--- src/rtl/lc_pkg.sv ---
package lc_pkg;
    typedef enum logic {ENC_TAKE, ENC_SECOND} enc_state_e;
    typedef enum logic {DEC_FIRST, DEC_SECOND} dec_state_e;
    localparam int SCR_TAP_NEAR = 12;
    localparam int SCR_TAP_FAR  = 17;
endpackage

--- src/rtl/lc_scrambler.sv ---
module lc_scrambler #(
    parameter int TAP_NEAR   = 12,
    parameter int TAP_FAR    = 17,
    parameter bit DESCRAMBLE = 1'b0
) (
    input  logic clk,
    input  logic rst_n,
    input  logic en,
    input  logic step,
    input  logic din,
    output logic dout
);
    localparam int HIST = TAP_FAR;

    logic [HIST-1:0] hist;
    logic            feedback;
    logic            hist_in;

    assign feedback = hist[TAP_NEAR-1] ^ hist[TAP_FAR-1];
    assign dout     = en ? (din ^ feedback) : din;

    generate
        if (DESCRAMBLE) begin : g_rx
            assign hist_in = din;
        end else begin : g_tx
            assign hist_in = dout;
        end
    endgenerate

    always_ff @(posedge clk) begin
        if (!rst_n) begin
            hist <= '0;
        end else if (step) begin
            hist <= {hist[HIST-2:0], hist_in};
        end
    end
endmodule

--- src/rtl/lc_encoder.sv ---
module lc_encoder
    import lc_pkg::*;
(
    input  logic clk,
    input  logic rst_n,
    input  logic cfg_scramble,
    input  logic cfg_diff,
    input  logic cfg_invert,
    input  logic cfg_manch,
    input  logic in_valid,
    input  logic in_bit,
    output logic in_ready,
    output logic chip_valid,
    output logic chip
);
    enc_state_e state, state_nx;
    logic accept;
    logic scr_bit;
    logic diff_bit;
    logic line_bit;
    logic level;

    assign in_ready = (state == ENC_TAKE);
    assign accept   = in_valid && in_ready;

    lc_scrambler #(
        .TAP_NEAR  (SCR_TAP_NEAR),
        .TAP_FAR   (SCR_TAP_FAR),
        .DESCRAMBLE(1'b0)
    ) u_scr (
        .clk  (clk),
        .rst_n(rst_n),
        .en   (cfg_scramble),
        .step (accept),
        .din  (in_bit),
        .dout (scr_bit)
    );

    assign diff_bit = cfg_diff ? (level ^ scr_bit) : scr_bit;
    assign line_bit = diff_bit ^ cfg_invert;

    always_comb begin
        state_nx = state;
        unique case (state)
            ENC_TAKE:   if (accept && cfg_manch) state_nx = ENC_SECOND;
            ENC_SECOND: state_nx = ENC_TAKE;
        endcase
    end

    always_ff @(posedge clk) begin
        if (!rst_n) state <= ENC_TAKE;
        else        state <= state_nx;
    end

    always_ff @(posedge clk) begin
        if (!rst_n) begin
            chip_valid <= 1'b0;
            chip       <= 1'b0;
            level      <= 1'b0;
        end else begin
            chip_valid <= 1'b0;
            if (accept) begin
                chip_valid <= 1'b1;
                chip       <= line_bit;
                if (cfg_diff) level <= diff_bit;
            end else if (state == ENC_SECOND) begin
                chip_valid <= 1'b1;
                chip       <= ~chip;
            end
        end
    end
endmodule

--- src/rtl/lc_decoder.sv ---
module lc_decoder
    import lc_pkg::*;
(
    input  logic clk,
    input  logic rst_n,
    input  logic cfg_scramble,
    input  logic cfg_diff,
    input  logic cfg_invert,
    input  logic cfg_manch,
    input  logic chip_valid,
    input  logic chip,
    output logic bit_valid,
    output logic bit_out,
    output logic violation
);
    dec_state_e state, state_nx;
    logic first_q;
    logic produce;
    logic sym;
    logic unv_bit;
    logic undiff_bit;
    logic plain_bit;
    logic prev_level;

    assign produce    = chip_valid && (!cfg_manch || state == DEC_SECOND);
    assign sym        = cfg_manch ? first_q : chip;
    assign unv_bit    = sym ^ cfg_invert;
    assign undiff_bit = cfg_diff ? (unv_bit ^ prev_level) : unv_bit;

    lc_scrambler #(
        .TAP_NEAR  (SCR_TAP_NEAR),
        .TAP_FAR   (SCR_TAP_FAR),
        .DESCRAMBLE(1'b1)
    ) u_descr (
        .clk  (clk),
        .rst_n(rst_n),
        .en   (cfg_scramble),
        .step (produce),
        .din  (undiff_bit),
        .dout (plain_bit)
    );

    always_comb begin
        state_nx = state;
        unique case (state)
            DEC_FIRST:  if (chip_valid && cfg_manch) state_nx = DEC_SECOND;
            DEC_SECOND: if (chip_valid) state_nx = DEC_FIRST;
        endcase
    end

    always_ff @(posedge clk) begin
        if (!rst_n) state <= DEC_FIRST;
        else        state <= state_nx;
    end

    always_ff @(posedge clk) begin
        if (!rst_n) begin
            bit_valid  <= 1'b0;
            bit_out    <= 1'b0;
            violation  <= 1'b0;
            first_q    <= 1'b0;
            prev_level <= 1'b0;
        end else begin
            bit_valid <= 1'b0;
            violation <= 1'b0;
            if (state == DEC_FIRST && chip_valid && cfg_manch) begin
                first_q <= chip;
            end
            if (produce) begin
                bit_valid <= 1'b1;
                bit_out   <= plain_bit;
                violation <= cfg_manch && (first_q == chip);
                if (cfg_diff) prev_level <= unv_bit;
            end
        end
    end
endmodule

--- src/rtl/line_coder_top.sv ---
module line_coder_top (
    input  logic clk,
    input  logic rst_n,
    input  logic cfg_scramble,
    input  logic cfg_diff,
    input  logic cfg_invert,
    input  logic cfg_manch,
    input  logic tx_bit_valid,
    input  logic tx_bit,
    output logic tx_bit_ready,
    output logic tx_chip_valid,
    output logic tx_chip,
    input  logic rx_chip_valid,
    input  logic rx_chip,
    output logic rx_bit_valid,
    output logic rx_bit,
    output logic rx_violation
);
    lc_encoder u_enc (
        .clk         (clk),
        .rst_n       (rst_n),
        .cfg_scramble(cfg_scramble),
        .cfg_diff    (cfg_diff),
        .cfg_invert  (cfg_invert),
        .cfg_manch   (cfg_manch),
        .in_valid    (tx_bit_valid),
        .in_bit      (tx_bit),
        .in_ready    (tx_bit_ready),
        .chip_valid  (tx_chip_valid),
        .chip        (tx_chip)
    );

    lc_decoder u_dec (
        .clk         (clk),
        .rst_n       (rst_n),
        .cfg_scramble(cfg_scramble),
        .cfg_diff    (cfg_diff),
        .cfg_invert  (cfg_invert),
        .cfg_manch   (cfg_manch),
        .chip_valid  (rx_chip_valid),
        .chip        (rx_chip),
        .bit_valid   (rx_bit_valid),
        .bit_out     (rx_bit),
        .violation   (rx_violation)
    );
endmodule

--- config.mk ---
export PLATFORM = sky130hd
export DESIGN_NAME = line_coder_top
export DESIGN_NICKNAME = d
export VERILOG_FILES = /design/src/rtl/lc_pkg.sv /design/src/rtl/lc_scrambler.sv /design/src/rtl/lc_encoder.sv /design/src/rtl/lc_decoder.sv /design/src/rtl/line_coder_top.sv
export SDC_FILE = /design/constraint.sdc
export NUM_CORES = 1
export LEC_CHECK = 0
export BUFFER_PORTS_ARGS = -buffer_cell sky130_fd_sc_hd__buf_4
export CAP_MARGIN = 20
export CORE_ASPECT_RATIO = 2
export CORE_MARGIN = 2
export CORE_UTILIZATION = 45
export CTS_CLUSTER_SIZE = 16
export DETAILED_ROUTE_END_ITERATION = 16
export GPL_ROUTABILITY_DRIVEN = 0
export SLEW_MARGIN = 20
export SYNTH_ARGS = -nofsm -noshare
export SYNTH_HDL_FRONTEND = slang
export SYNTH_SLANG_ARGS = --single-unit
--- constraint.sdc ---
create_clock -name clk -period 2.75 [get_ports clk]
set_input_delay 0.1375 -clock clk [delete_from_list [all_inputs] [get_ports clk]]
set_output_delay 0.1375 -clock clk [all_outputs]
set_load 0.005 [all_outputs]
# Word-level counts from Yosys, hierarchy flattened
# Index checks and enable logic that the tools add are counted.
dict set report classes {
  reduce_logical 13
  mux 15
  n_eq_ne 1
  bitwise_logic 11
}
# cell n
set op_table {}
lappend op_table {{two-way mux 1 bit} 13}
lappend op_table {{XOR 1 bit} 8}
lappend op_table {{logical AND 1 bit} 7}
lappend op_table {{AND reduction 2 bit} 3}
lappend op_table {{one-hot mux 1 bit (2 select lines)} 2}
lappend op_table {{NOT 1 bit} 3}
lappend op_table {{nonzero test 2 bit} 1}
lappend op_table {{== test 1 bit} 1}
lappend op_table {{logical NOT 1 bit} 1}
lappend op_table {{logical OR 1 bit} 1}
dict set report totals {
  reg_bits 44
  elab_cells 52
  inputBits 10
  output_inout_bits 6
}

# Depth between registers and ports, before layout
# Gate-level depths: netlist of the first run.
dict set report logic_depth {
  word_depth 7
  mapped_depth 6
  depth_no_buf 5
}

# Cells and area by module
# A second synthesis of the first run with hierarchy kept.
dict set report hier_totals {
  hier_cells 162
  hier_area_um2 1781.7
}
# module cells_per_inst instances area_per_inst_um2 seq_area_each_um2
set modules_own_cells {}
lappend modules_own_cells {{lc_scrambler at u_dec.u_descr} 57 1 673.1 340.3}
lappend modules_own_cells {{lc_scrambler at u_enc.u_scr} 59 1 658.1 340.3}
lappend modules_own_cells {lc_decoder 28 1 269.0 120.1}
lappend modules_own_cells {lc_encoder 18 1 181.4 80.1}

# Least setup slack after synthesis of the first run
# Ideal clock, no wire load.
dict set report synth_timing {
  kind {register to register}
  from {reg u_enc.u_scr.hist[11]}
  to {reg u_enc.level}
  synth_period_minus_slack_ns 1.264
  n_path_buf 0
  setup_time_ns 0.070
  stages_incl_launch_ff 6
  t_required_ns 2.680
  arrival_time_ns 1.193
  setup_slack_ns 1.486
  path_cell_list {dfxtp_1 -> xor2_1 -> nand2_1 -> xor2_1 -> or3_1 -> a21oi_1}
}
dict set report synth_via {
  elab_chain_len 5
}
# element line
set synth_rtl {}
lappend synth_rtl {{from (decl)} lc_scrambler.sv:15} ;# logic [HIST-1:0] hist;
lappend synth_rtl {{from (signal assigned)} lc_scrambler.sv:34} ;# hist <= {hist[HIST-2:0], hist_in};
lappend synth_rtl {{XOR 1 bit *} lc_scrambler.sv:19} ;# assign feedback = hist[TAP_NEAR-1] ^ hist[TAP_FAR-1];
lappend synth_rtl {{XOR 1 bit *} lc_scrambler.sv:20} ;# assign dout = en ? (din ^ feedback) : din;
lappend synth_rtl {{two-way mux 1 bit *} lc_scrambler.sv:20}
lappend synth_rtl {{XOR 1 bit} lc_encoder.sv:39} ;# assign diff_bit = cfg_diff ? (level ^ scr_bit) : scr_bit;
lappend synth_rtl {{two-way mux 1 bit *} lc_encoder.sv:39}
lappend synth_rtl {{to (signal assigned)} lc_encoder.sv:65} ;# if (cfg_diff) level <= diff_bit;
lappend synth_rtl {{to (decl)} lc_encoder.sv:21} ;# logic level;
# Mark *: on every way between the ends. The rest lies on a longest branch, timed or not.
# A chain may end at the register's enable or synchronous reset.

# Final worst setup path of the first run
dict set report layout_timing {
  from {reg u_dec.state}
  to {reg u_dec.bit_out}
}
dict set report layout_via {
  elab_chain_len 2
}
# element line
set layout_rtl {}
lappend layout_rtl {{from (decl)} lc_decoder.sv:16} ;# dec_state_e state, state_nx;
lappend layout_rtl {{from (signal assigned)} lc_decoder.sv:53} ;# else state <= state_nx;
lappend layout_rtl {{logical OR 1 bit} lc_decoder.sv:25} ;# assign produce = chip_valid && (!cfg_manch || state == DEC_SECOND);
lappend layout_rtl {{logical AND 1 bit} lc_decoder.sv:25}
lappend layout_rtl {{to (signal assigned)} lc_decoder.sv:71} ;# bit_out <= plain_bit;
lappend layout_rtl {{to (decl)} lc_decoder.sv:13} ;# output logic bit_out,
# No other way between the ends.

==> flow_metrics.tcl, run 1 <==
set metrics [dict create \
    status "completed" \
    core_um2 3570 \
    firstDrtPassIters 5 \
    synth_nets 211 \
    die-area_um2 4210 \
    clockPowerShare 0.402 \
    drt_drc_violations_left 0 \
    routed_wl_um 3110 \
    r2r_setup_slack_ns 1.16 \
    r2r_end "u_dec.bit_out$_SDFFE_PN0N_" \
    pwr-share-seq 0.525 \
    wire_per_inst_um 11.8 \
    ctsLongestPathBuffers 2 \
    power.switching_mw 0.290 \
    p_int_mw 0.959 \
    antennaDiodeCount 0 \
    hp-class "input pin to register" \
    drtAntennaViolNets 0 \
    hold_depth 3 \
    rsz0062_at_grt "no" \
    dieHeight_um 89.8 \
    vias_per_cell 5.10 \
    dp_slack_ns 1.16 \
    fin_skew_ns 0.00378 \
    fin_ws_ns 1.16 \
    synth_cell_types 26 \
    syn_to_final_growth_pct 15.3 \
    slew_headroom 0.536 \
    yosys_warnings 0 \
    dp_hpwl_um 2180 \
    fmax_mhz 627 \
    rows 31 \
    drt-initial-drc-count 33 \
    layout.nets 224 \
    post_cts_resized 0 \
    synth_top_area_frac 0.532 \
    htreeDepth 2 \
    synthTopCellsByArea "dfxtp_1, nand2_1, a21oi_1, mux2i_1, xor2_1" \
    drive_above_1_share 0.126 \
    worst_path_largest_cell_delay_ns 0.48 \
    tritoncts "yes" \
    rr_startpoint "u_dec.state$_SDFF_PN0_" \
    worstPathArrival_ns 1.84 \
    num_io_pins 16 \
    start_kind "register" \
    clkLatencyLatePin_ns 0.30 \
    dieWidth_um 46.9 \
    grt-ovfl-total 0 \
    fin_area_um2 1910 \
    peakVddDrop_uv 480 \
    postCtsHoldBufs 0 \
    ys_seq_area_frac 0.532 \
    syn_area_um2 1660 \
    synth_top_area_cell "dfxtp_1" \
    finalMaxSlewViolations 0 \
    hp-start "tx_bit_valid" \
    cpMaxStageDelayCell "or3_1" \
    cts_root_buf "clkbuf_8" \
    path_max_fanout 20 \
    worstHoldEndpoint "u_enc.chip_valid$_SDFF_PN0_" \
    path_cells "or2b_1, nand2_1, or3_1, mux2i_1, a31o_1" \
    rr_worst_depth 5 \
    worst_slew_pin_slew_ns 0.696 \
    sw_frac_of_total 0.232 \
    worst_setup_path_end_kind "register" \
    finalCritPeriodShare 0.580 \
    setup_viol 0 \
    grt_pass1_wl_um 5160 \
    syn_area_per_cell_um2 8.24 \
    place_area_um2 1790 \
    fin_crit_ns 1.59 \
    power.leakage_nw 0.705 \
    power_density_nw_per_um2 654 \
    cts_buffers 5 \
    grt_pass1_vias 1271 \
    grt_max_degree 30 \
    post_cts_buffers 0 \
    drv_cap 0 \
    pwr-share-comb 0.073 \
    worstSetupPathType "register to register" \
    ys_ff_latch 44 \
    clkTransAtPathRegs_ns 0.08 \
    hold_viol_final 0 \
    antenna_found_initial 0 \
    fin_tns_setup_ns 0 \
    worstPathRequired_ns 3.00 \
    syn_inst 201 \
    port_buffers 15 \
    start_util 0.464 \
    cts_num_sinks 44 \
    vias 1347 \
    grt.total_usage 0.166 \
]
## flip-flops by register name, summed over array words and instances (netlist names)
register            cells
u_dec.u_descr.hist     17
u_enc.u_scr.hist       17
u_dec.bit_out           1
u_dec.bit_valid         1
u_dec.first_q           1
u_dec.prev_level        1
u_dec.state             1
u_dec.violation         1
u_enc.chip              1
u_enc.chip_valid        1
u_enc.level             1
u_enc.state             1
## Yosys cell counts (all sizes together)
cell type / n
a31o: 1
or2b: 1
clkbuf: 3
nand3: 2
a211oi: 2
nor3: 1
nor2: 7
xor2: 5
xnor3: 1
a21oi: 36
dfxtp: 44
buf: 8
mux2i: 4
o21ai: 1
nand2b: 1
inv: 2
nand2: 75
or3: 2
and2: 1
xnor2: 2
nor2b: 1
nand3b: 1
## final cells by class
cell class                      count  area (µm²)
Clock buffer                        5        68.8
Clock inverter                      3        46.3
Fill cell                         356        1660
Inverter                            2        7.51
Multi-Input combinational cell    144         717
Sequential cell                    44         881
Tap cell                           49        61.3
Timing Repair Buffer               17         128
## worst max path at each step
| stage | endpoint | startpoint | slack, ns | depth (start not counted) |
|---|---|---|---|---|
| 2_1_floorplan | u_enc.level$_SDFFE_PN0P_ | u_enc.u_scr.hist[11]$_SDFFE_PN0P_ | 1.49 | 5 |
| 3_3_place_gp | u_dec.bit_out$_SDFFE_PN0N_ | u_dec.state$_SDFF_PN0_ | 1.21 | 5 |
| 3_5_place_dp | u_dec.bit_out$_SDFFE_PN0N_ | u_dec.state$_SDFF_PN0_ | 1.16 | 5 |
| 4_1_cts | u_dec.bit_out$_SDFFE_PN0N_ | u_dec.state$_SDFF_PN0_ | 1.14 | 5 |
| 5_1_grt | u_dec.bit_out$_SDFFE_PN0N_ | u_dec.state$_SDFF_PN0_ | 0.99 | 5 |
| 6_report | u_dec.bit_out$_SDFFE_PN0N_ | u_dec.state$_SDFF_PN0_ | 1.16 | 5 |
## cell usage in the layout (no fill, tap or decap), types with 2 or more instances in the layout
cell type and n:
xor2_1 4, nor2_1 7, nand2_1 75, clkbuf_8 5, dfxtp_1 44, nand3_1 2, a211oi_1 2, a21oi_1 36
buf_4 17, mux2i_1 4, or3_1 2, inv_1 2
## logic make-up after synthesis
family          Yosys count  synth area share
mux                       4            0.0242
simple gates             92             0.223
flops                    44             0.532
compound gates           40             0.126
buf+inv                  13            0.0348
xor+xnor                  8            0.0597
## worst max-delay path, delay by kind of cell (launching register included)
kind	cells	cell delay, ns
and+or+nand+nor	3	0.95
DFF	1	0.35
AOI/OAI and AO/OA	1	0.11
muxes	1	0.13
## metal layers
metal / track usage / part of all wire
met3: 0.0502 / 0.039
met5: 0 / 0
met1: 0.175 / 0.41
met2: 0.274 / 0.52
met4: 0.0926 / 0.031
## power groups by stage
stage	sequential, mW	combinational (mW)	clock (mW)
finish	0.655	0.0910	0.503
global route	0.657	0.101	0.543
CTS	0.655	0.0921	0.521
detailed placement	0.670	0.0917	0
global placement	0.670	0.0896	0
floorplan	0.670	0.0601	0
## per-stage QoR
step / utilization / cells / hold WS, ns / total power [mW]
detailed placement: 0.503 / 256 / 0.383 / 0.762
finish: 0.535 / 264 / 0.0764 / 1.25
floorplan: - / 201 / 0.268 / 0.730
global placement: 0.503 / 256 / 0.380 / 0.759
global route: 0.535 / 264 / 0.0944 / 1.30
CTS: 0.535 / 264 / 0.0680 / 1.27
(Power assumes the default switching activity.)
==> run 2, diff against run 1 <==
==> constraint.sdc (replaced) <==
create_clock -name clk -period 1.6 [get_ports clk]
set_input_delay 0.08 -clock clk [delete_from_list [all_inputs] [get_ports clk]]
set_output_delay 0.08 -clock clk [all_outputs]
set_load 0.005 [all_outputs]
==> run 2 against run 1 <==
Final cell count increased by 0.76%. Critical endpoint is now u_enc.level$_SDFFE_PN0P_. Die area unchanged. Critical path depth unchanged. Highest routed layer unchanged. Clock skew increased by 0.0012 ns.
==> flow_metrics.tcl, run 2 (synthesis results as in run 1) <==
set metrics [dict create \
    drv_cap 0 \
    hold_ws_ns 0.0321 \
    wire_per_inst_um 11.4 \
    stdcell_count 266 \
    worstSetupPathType "register to register" \
    die-area_um2 4210 \
    critPathBufInv 0 \
    setup_viol 0 \
    start_util 0.464 \
    path_common_cell "xor2_1" \
    hp-class "input pin to register" \
    hp-start "rst_n" \
    fin_area_um2 1930 \
    fmax_mhz 734 \
    reg_top3 "u_dec.u_descr.hist (17), u_enc.u_scr.hist (17)" \
    rsz0062_at_grt "no" \
    route.met3.wl_um 109 \
    tritoncts "yes" \
    cts_num_sinks 44 \
    final_common_cell "nand2_1" \
    path_max_fanout 3 \
    rr_startpoint "u_enc.u_scr.hist[11]$_SDFFE_PN0P_" \
    status "completed" \
    fin_crit_ns 1.36 \
    port_buffers 15 \
    drive_above_1_share 0.134 \
    path_cells "xor2_1, nand2_1, xor2_1, or3_1, a21oi_1" \
    cts_buffers 5 \
    worst_slew_pin_slew_ns 0.521 \
    grt_pass1_wl_um 5300 \
    startpoint "u_enc.u_scr.hist[11]$_SDFFE_PN0P_" \
    power.leakage_nw 0.722 \
    layout.nets 226 \
    vias_per_cell 4.96 \
    hold_viol_final 0 \
    post_cts_buffers 0 \
    dieHeight_um 89.8 \
    highest_layer "met4" \
    finalCritPeriodShare 0.852 \
    finalMaxSlewViolations 0 \
    cpMaxStageDelayCell "dfxtp_1" \
    placed_cells 258 \
    worst_setup_path_end_kind "register" \
    syn_to_final_growth_pct 16.6 \
    clkTransAtPathRegs_ns 0.08 \
    power_density_nw_per_um2 1130 \
    fin_skew_ns 0.00500 \
    vias 1320 \
    cts_root_buf "clkbuf_8" \
    worstPathArrival_ns 1.59 \
    worst_path_largest_cell_delay_ns 0.37 \
    mostFrequentLayoutCells "nand2_1, dfxtp_1, a21oi_1, buf_4, nor2_1" \
    final_util 0.541 \
    grt_pass1_vias 1302 \
    post_cts_resized 0 \
    dp_hpwl_um 2090 \
    core_um2 3570 \
    worstPathRequired_ns 1.83 \
    grt_max_degree 42 \
    ctsLongestPathBuffers 2 \
    routed_wl_um 3040 \
    slew_headroom 0.652 \
    grt.total_usage 0.172 \
    peakVddDrop_uv 654 \
    firstDrtPassIters 4 \
    clkLatencyLatePin_ns 0.30 \
    htreeDepth 2 \
    dieWidth_um 46.9 \
    nFillCells 355 \
    start_kind "register" \
    drt_drc_violations_left 0 \
    fin_tns_setup_ns 0 \
    drtAntennaViolNets 0 \
    postCtsHoldBufs 0 \
    antennaDiodeCount 0 \
    place_area_um2 1810 \
    cp_top_family "simple AND/OR/NAND/NOR gates" \
    rows 31 \
    met2WireLength_um 1650 \
    num_io_pins 16 \
    wl_met1_um 1220 \
    grt-ovfl-total 0 \
    antenna_found_initial 0 \
    drt-initial-drc-count 39 \
]
[run 2: changes by cell type in the layout (fill, tap and decap cells not counted)]
| cell | before | now |
|---|---|---|
| clkinvlp_4 | 1 | 0 |
| clkinv_4 | 0 | 1 |
| clkbuf_8 | 5 | 6 |
| buf_4 | 17 | 19 |
| inv_6 | 1 | 0 |
[run 2: layer usage]
metal | global-route usage | vias up
met5 | 0 | -
met4 | 0.0833 | 0
met3 | 0.0562 | 5
met2 | 0.289 | 18
met1 | 0.178 | 621
li1 | - | 676
[run 2: final timing paths]
kind	slack [ns]	cells past startpoint	endpoint
hold reg to reg	0.45	2	u_dec.u_descr.hist[8]$_SDFFE_PN0N_
setup / recovery	0.24	5	u_enc.level$_SDFFE_PN0P_
hold / removal	0.03	2	u_dec.bit_out$_SDFFE_PN0N_
setup reg to reg	0.24	5	u_enc.level$_SDFFE_PN0P_
[run 2: power by group]
part | internal (mW) | leakage (nW) | switching [mW]
Sequential | 1.11 | 0.356 | 0.0109
Clock | 0.510 | 0.0614 | 0.379
Combinational | 0.0676 | 0.304 | 0.0925
[run 2: final cells by class]
| class | count | area (µm²) | area share |
|---|---|---|---|
| clock inverters | 2 | 38.8 | 0.0201 |
| clock buffers | 6 | 82.6 | 0.0428 |
| well taps | 49 | 61.3 | 0.0318 |
| inverters | 2 | 7.51 | 0.00389 |
| flip-flops and latches | 44 | 881 | 0.456 |
| repair buffers | 19 | 143 | 0.0739 |
| multi-input cells | 144 | 717 | 0.371 |
[run 2: worst register-to-register path, stage by stage (launching register included)]
cell,delay [ns]
dfxtp_1,0.37
xor2_1,0.15
nand2_1,0.11
xor2_1,0.17
or3_1,0.35
a21oi_1,0.14
[run 2: metrics by stage]
step                      setup WS (ns)  power [mW]
after CTS                         0.227        2.20
after global placement            0.296        1.31
after global routing              0.164        2.27
after floorplan                   0.336        1.25
final                             0.237        2.18
after detailed placement          0.250        1.31
==> run 3, diff against run 2 <==
--- a/config.mk
+++ b/config.mk
@@ -7,7 +7,7 @@
 export LEC_CHECK = 0
 export BUFFER_PORTS_ARGS = -buffer_cell sky130_fd_sc_hd__buf_4
 export CAP_MARGIN = 20
-export CORE_ASPECT_RATIO = 2
+export CORE_ASPECT_RATIO = 0.6
 export CORE_MARGIN = 2
 export CORE_UTILIZATION = 45
 export CTS_CLUSTER_SIZE = 16
==> constraint.sdc (replaced) <==
create_clock -name clk -period 1.45 [get_ports clk]
set_input_delay 0.0725 -clock clk [delete_from_list [all_inputs] [get_ports clk]]
set_output_delay 0.0725 -clock clk [all_outputs]
set_load 0.005 [all_outputs]
==> run 3 against run 2 <==
Via count decreased by 2.0%. Core utilization is 0.92 points lower. Highest routed layer unchanged. Setup slack worse by 0.13 ns. Largest cell class unchanged. Hold slack worse by 0.013 ns. Global-route usage increased by 0.25 points. First-iteration DRC count grew 56%. Count of clock-buffer cells in the layout is 1 higher.
==> flow_metrics.tcl, run 3 (synthesis results as in run 1) <==
set metrics [dict create \
    status "completed" \
    worst_slew_pin_slew_ns 0.412 \
    peakVddDrop_uv 525 \
    post_cts_buffers 0 \
    dieWidth_um 82.3 \
    startpoint "u_enc.u_scr.hist[11]$_SDFFE_PN0P_" \
    seqCellArea_um2 882 \
    worstPathRequired_ns 1.68 \
    ctsLongestPathBuffers 2 \
    cts_root_buf "clkbuf_8" \
    rr_worst_depth 5 \
    drt_drc_violations_left 0 \
    hp-class "input pin to register" \
    mostFrequentLayoutCells "nand2_1, dfxtp_1, a21oi_1, buf_4" \
    fmax_mhz 745 \
    wire_per_inst_um 11.9 \
    dp_slack_ns 0.0937 \
    final_common_cell "nand2_1" \
    drtAntennaViolNets 0 \
    vias 1293 \
    htreeDepth 2 \
    power_density_nw_per_um2 1170 \
    drt-initial-drc-count 61 \
    power.leakage_nw 0.716 \
    r2r_end "u_enc.level$_SDFFE_PN0P_" \
    drv_cap 0 \
    port_buffers 15 \
    cts_buffers 5 \
    path_max_fanout 3 \
    hold_depth 3 \
    hold_viol_final 0 \
    slew_headroom 0.725 \
    syn_to_final_growth_pct 15.5 \
    layout.nets 227 \
    antennaDiodeCount 0 \
    critPathCapture "u_enc.level$_SDFFE_PN0P_" \
    start_kind "register" \
    grt-ovfl-total 0 \
    drive_above_1_share 0.138 \
    grt_pass1_wl_um 5320 \
    die-area_um2 4200 \
    worst_setup_path_end_kind "register" \
    start_util 0.460 \
    grt.total_usage 0.174 \
    clkLatencyLatePin_ns 0.30 \
    fin_skew_ns 0.00623 \
    antenna_found_initial 0 \
    rsz0062_at_grt "no" \
    r2r_setup_slack_ns 0.11 \
    reg_top3 "u_dec.u_descr.hist (17), u_enc.u_scr.hist (17)" \
    rows 17 \
    firstDrtPassIters 4 \
    vias_per_cell 4.90 \
    finalMaxSlewViolations 0 \
    finalCritPeriodShare 0.926 \
    fin_tns_setup_ns 0 \
    fin_crit_ns 1.34 \
    clkTransAtPathRegs_ns 0.08 \
    worstPathArrival_ns 1.57 \
    core_um2 3590 \
    cts_num_sinks 44 \
    grt_pass1_vias 1180 \
    rr_startpoint "u_enc.u_scr.hist[11]$_SDFFE_PN0P_" \
    routed_wl_um 3140 \
    fin_ws_ns 0.108 \
    tritoncts "yes" \
    setup_viol 0 \
    dp_hpwl_um 2090 \
    dieHeight_um 51.0 \
    nFillCells 337 \
    grt_max_degree 42 \
    num_io_pins 16 \
    worstSetupPathType "register to register" \
    multi_input_area_um2 717 \
]
## run 3: timing repair
item | CTS | global route
hold buffers | 0 | 0
setup endpoints to repair | 0 | 1
resized for setup | 0 | 1
## run 3: final cells by class
| cell class | instances | area share |
|---|---|---|
| Tap cell | 47 | 0.0308 |
| Multi-Input combinational cell | 144 | 0.375 |
| Inverter | 2 | 0.00393 |
| Timing Repair Buffer | 20 | 0.0785 |
| Sequential cell | 44 | 0.461 |
| Clock buffer | 7 | 0.0504 |
## run 3: critical path, cell delays in order (launching register included)
cell,delay [ns]
dfxtp_2,0.35
xor2_1,0.15
nand2_1,0.11
xor2_1,0.17
or3_1,0.36
a21oi_1,0.14
## run 3: power breakdown
group          leakage (nW)  internal [mW]  switching [mW]
clock network        0.0503          0.424           0.394
logic                 0.309         0.0769           0.106
registers             0.357           1.23          0.0131
## run 3: how the worst min path moves through the flow
stage,from,slack (ns),endpoint
floorplan,tx_bit_valid,0.20,u_enc.chip_valid$_SDFF_PN0_
global placement,tx_bit_valid,0.31,u_enc.chip_valid$_SDFF_PN0_
detailed placement,tx_bit_valid,0.33,u_enc.chip_valid$_SDFF_PN0_
CTS,tx_bit_valid,0.02,u_enc.chip_valid$_SDFF_PN0_
global route,rst_n,0.02,u_dec.bit_out$_SDFFE_PN0N_
finish,tx_bit_valid,0.02,u_enc.chip_valid$_SDFF_PN0_
## run 3: metal layers
layer,part of all wire,vias to the layer above,global-route usage
li1,-,678,-
met1,0.51,581,0.228
met2,0.41,29,0.242
met3,0.061,5,0.0848
met4,0.018,0,0.0750
met5,0,-,0
## run 3: metrics by stage
step / power [mW] / instances / hold WS (ns) / area [µm²] / util
2_1_floorplan: 1.38 / 201 / 0.203 / 1660 / -
3_3_place_gp: 1.45 / 257 / 0.314 / 1810 / 0.505
3_5_place_dp: 1.45 / 257 / 0.330 / 1810 / 0.505
4_1_cts: 2.26 / 264 / 0.0172 / 1910 / 0.532
5_1_grt: 2.35 / 264 / 0.0221 / 1910 / 0.532
6_report: 2.24 / 264 / 0.0192 / 1910 / 0.532
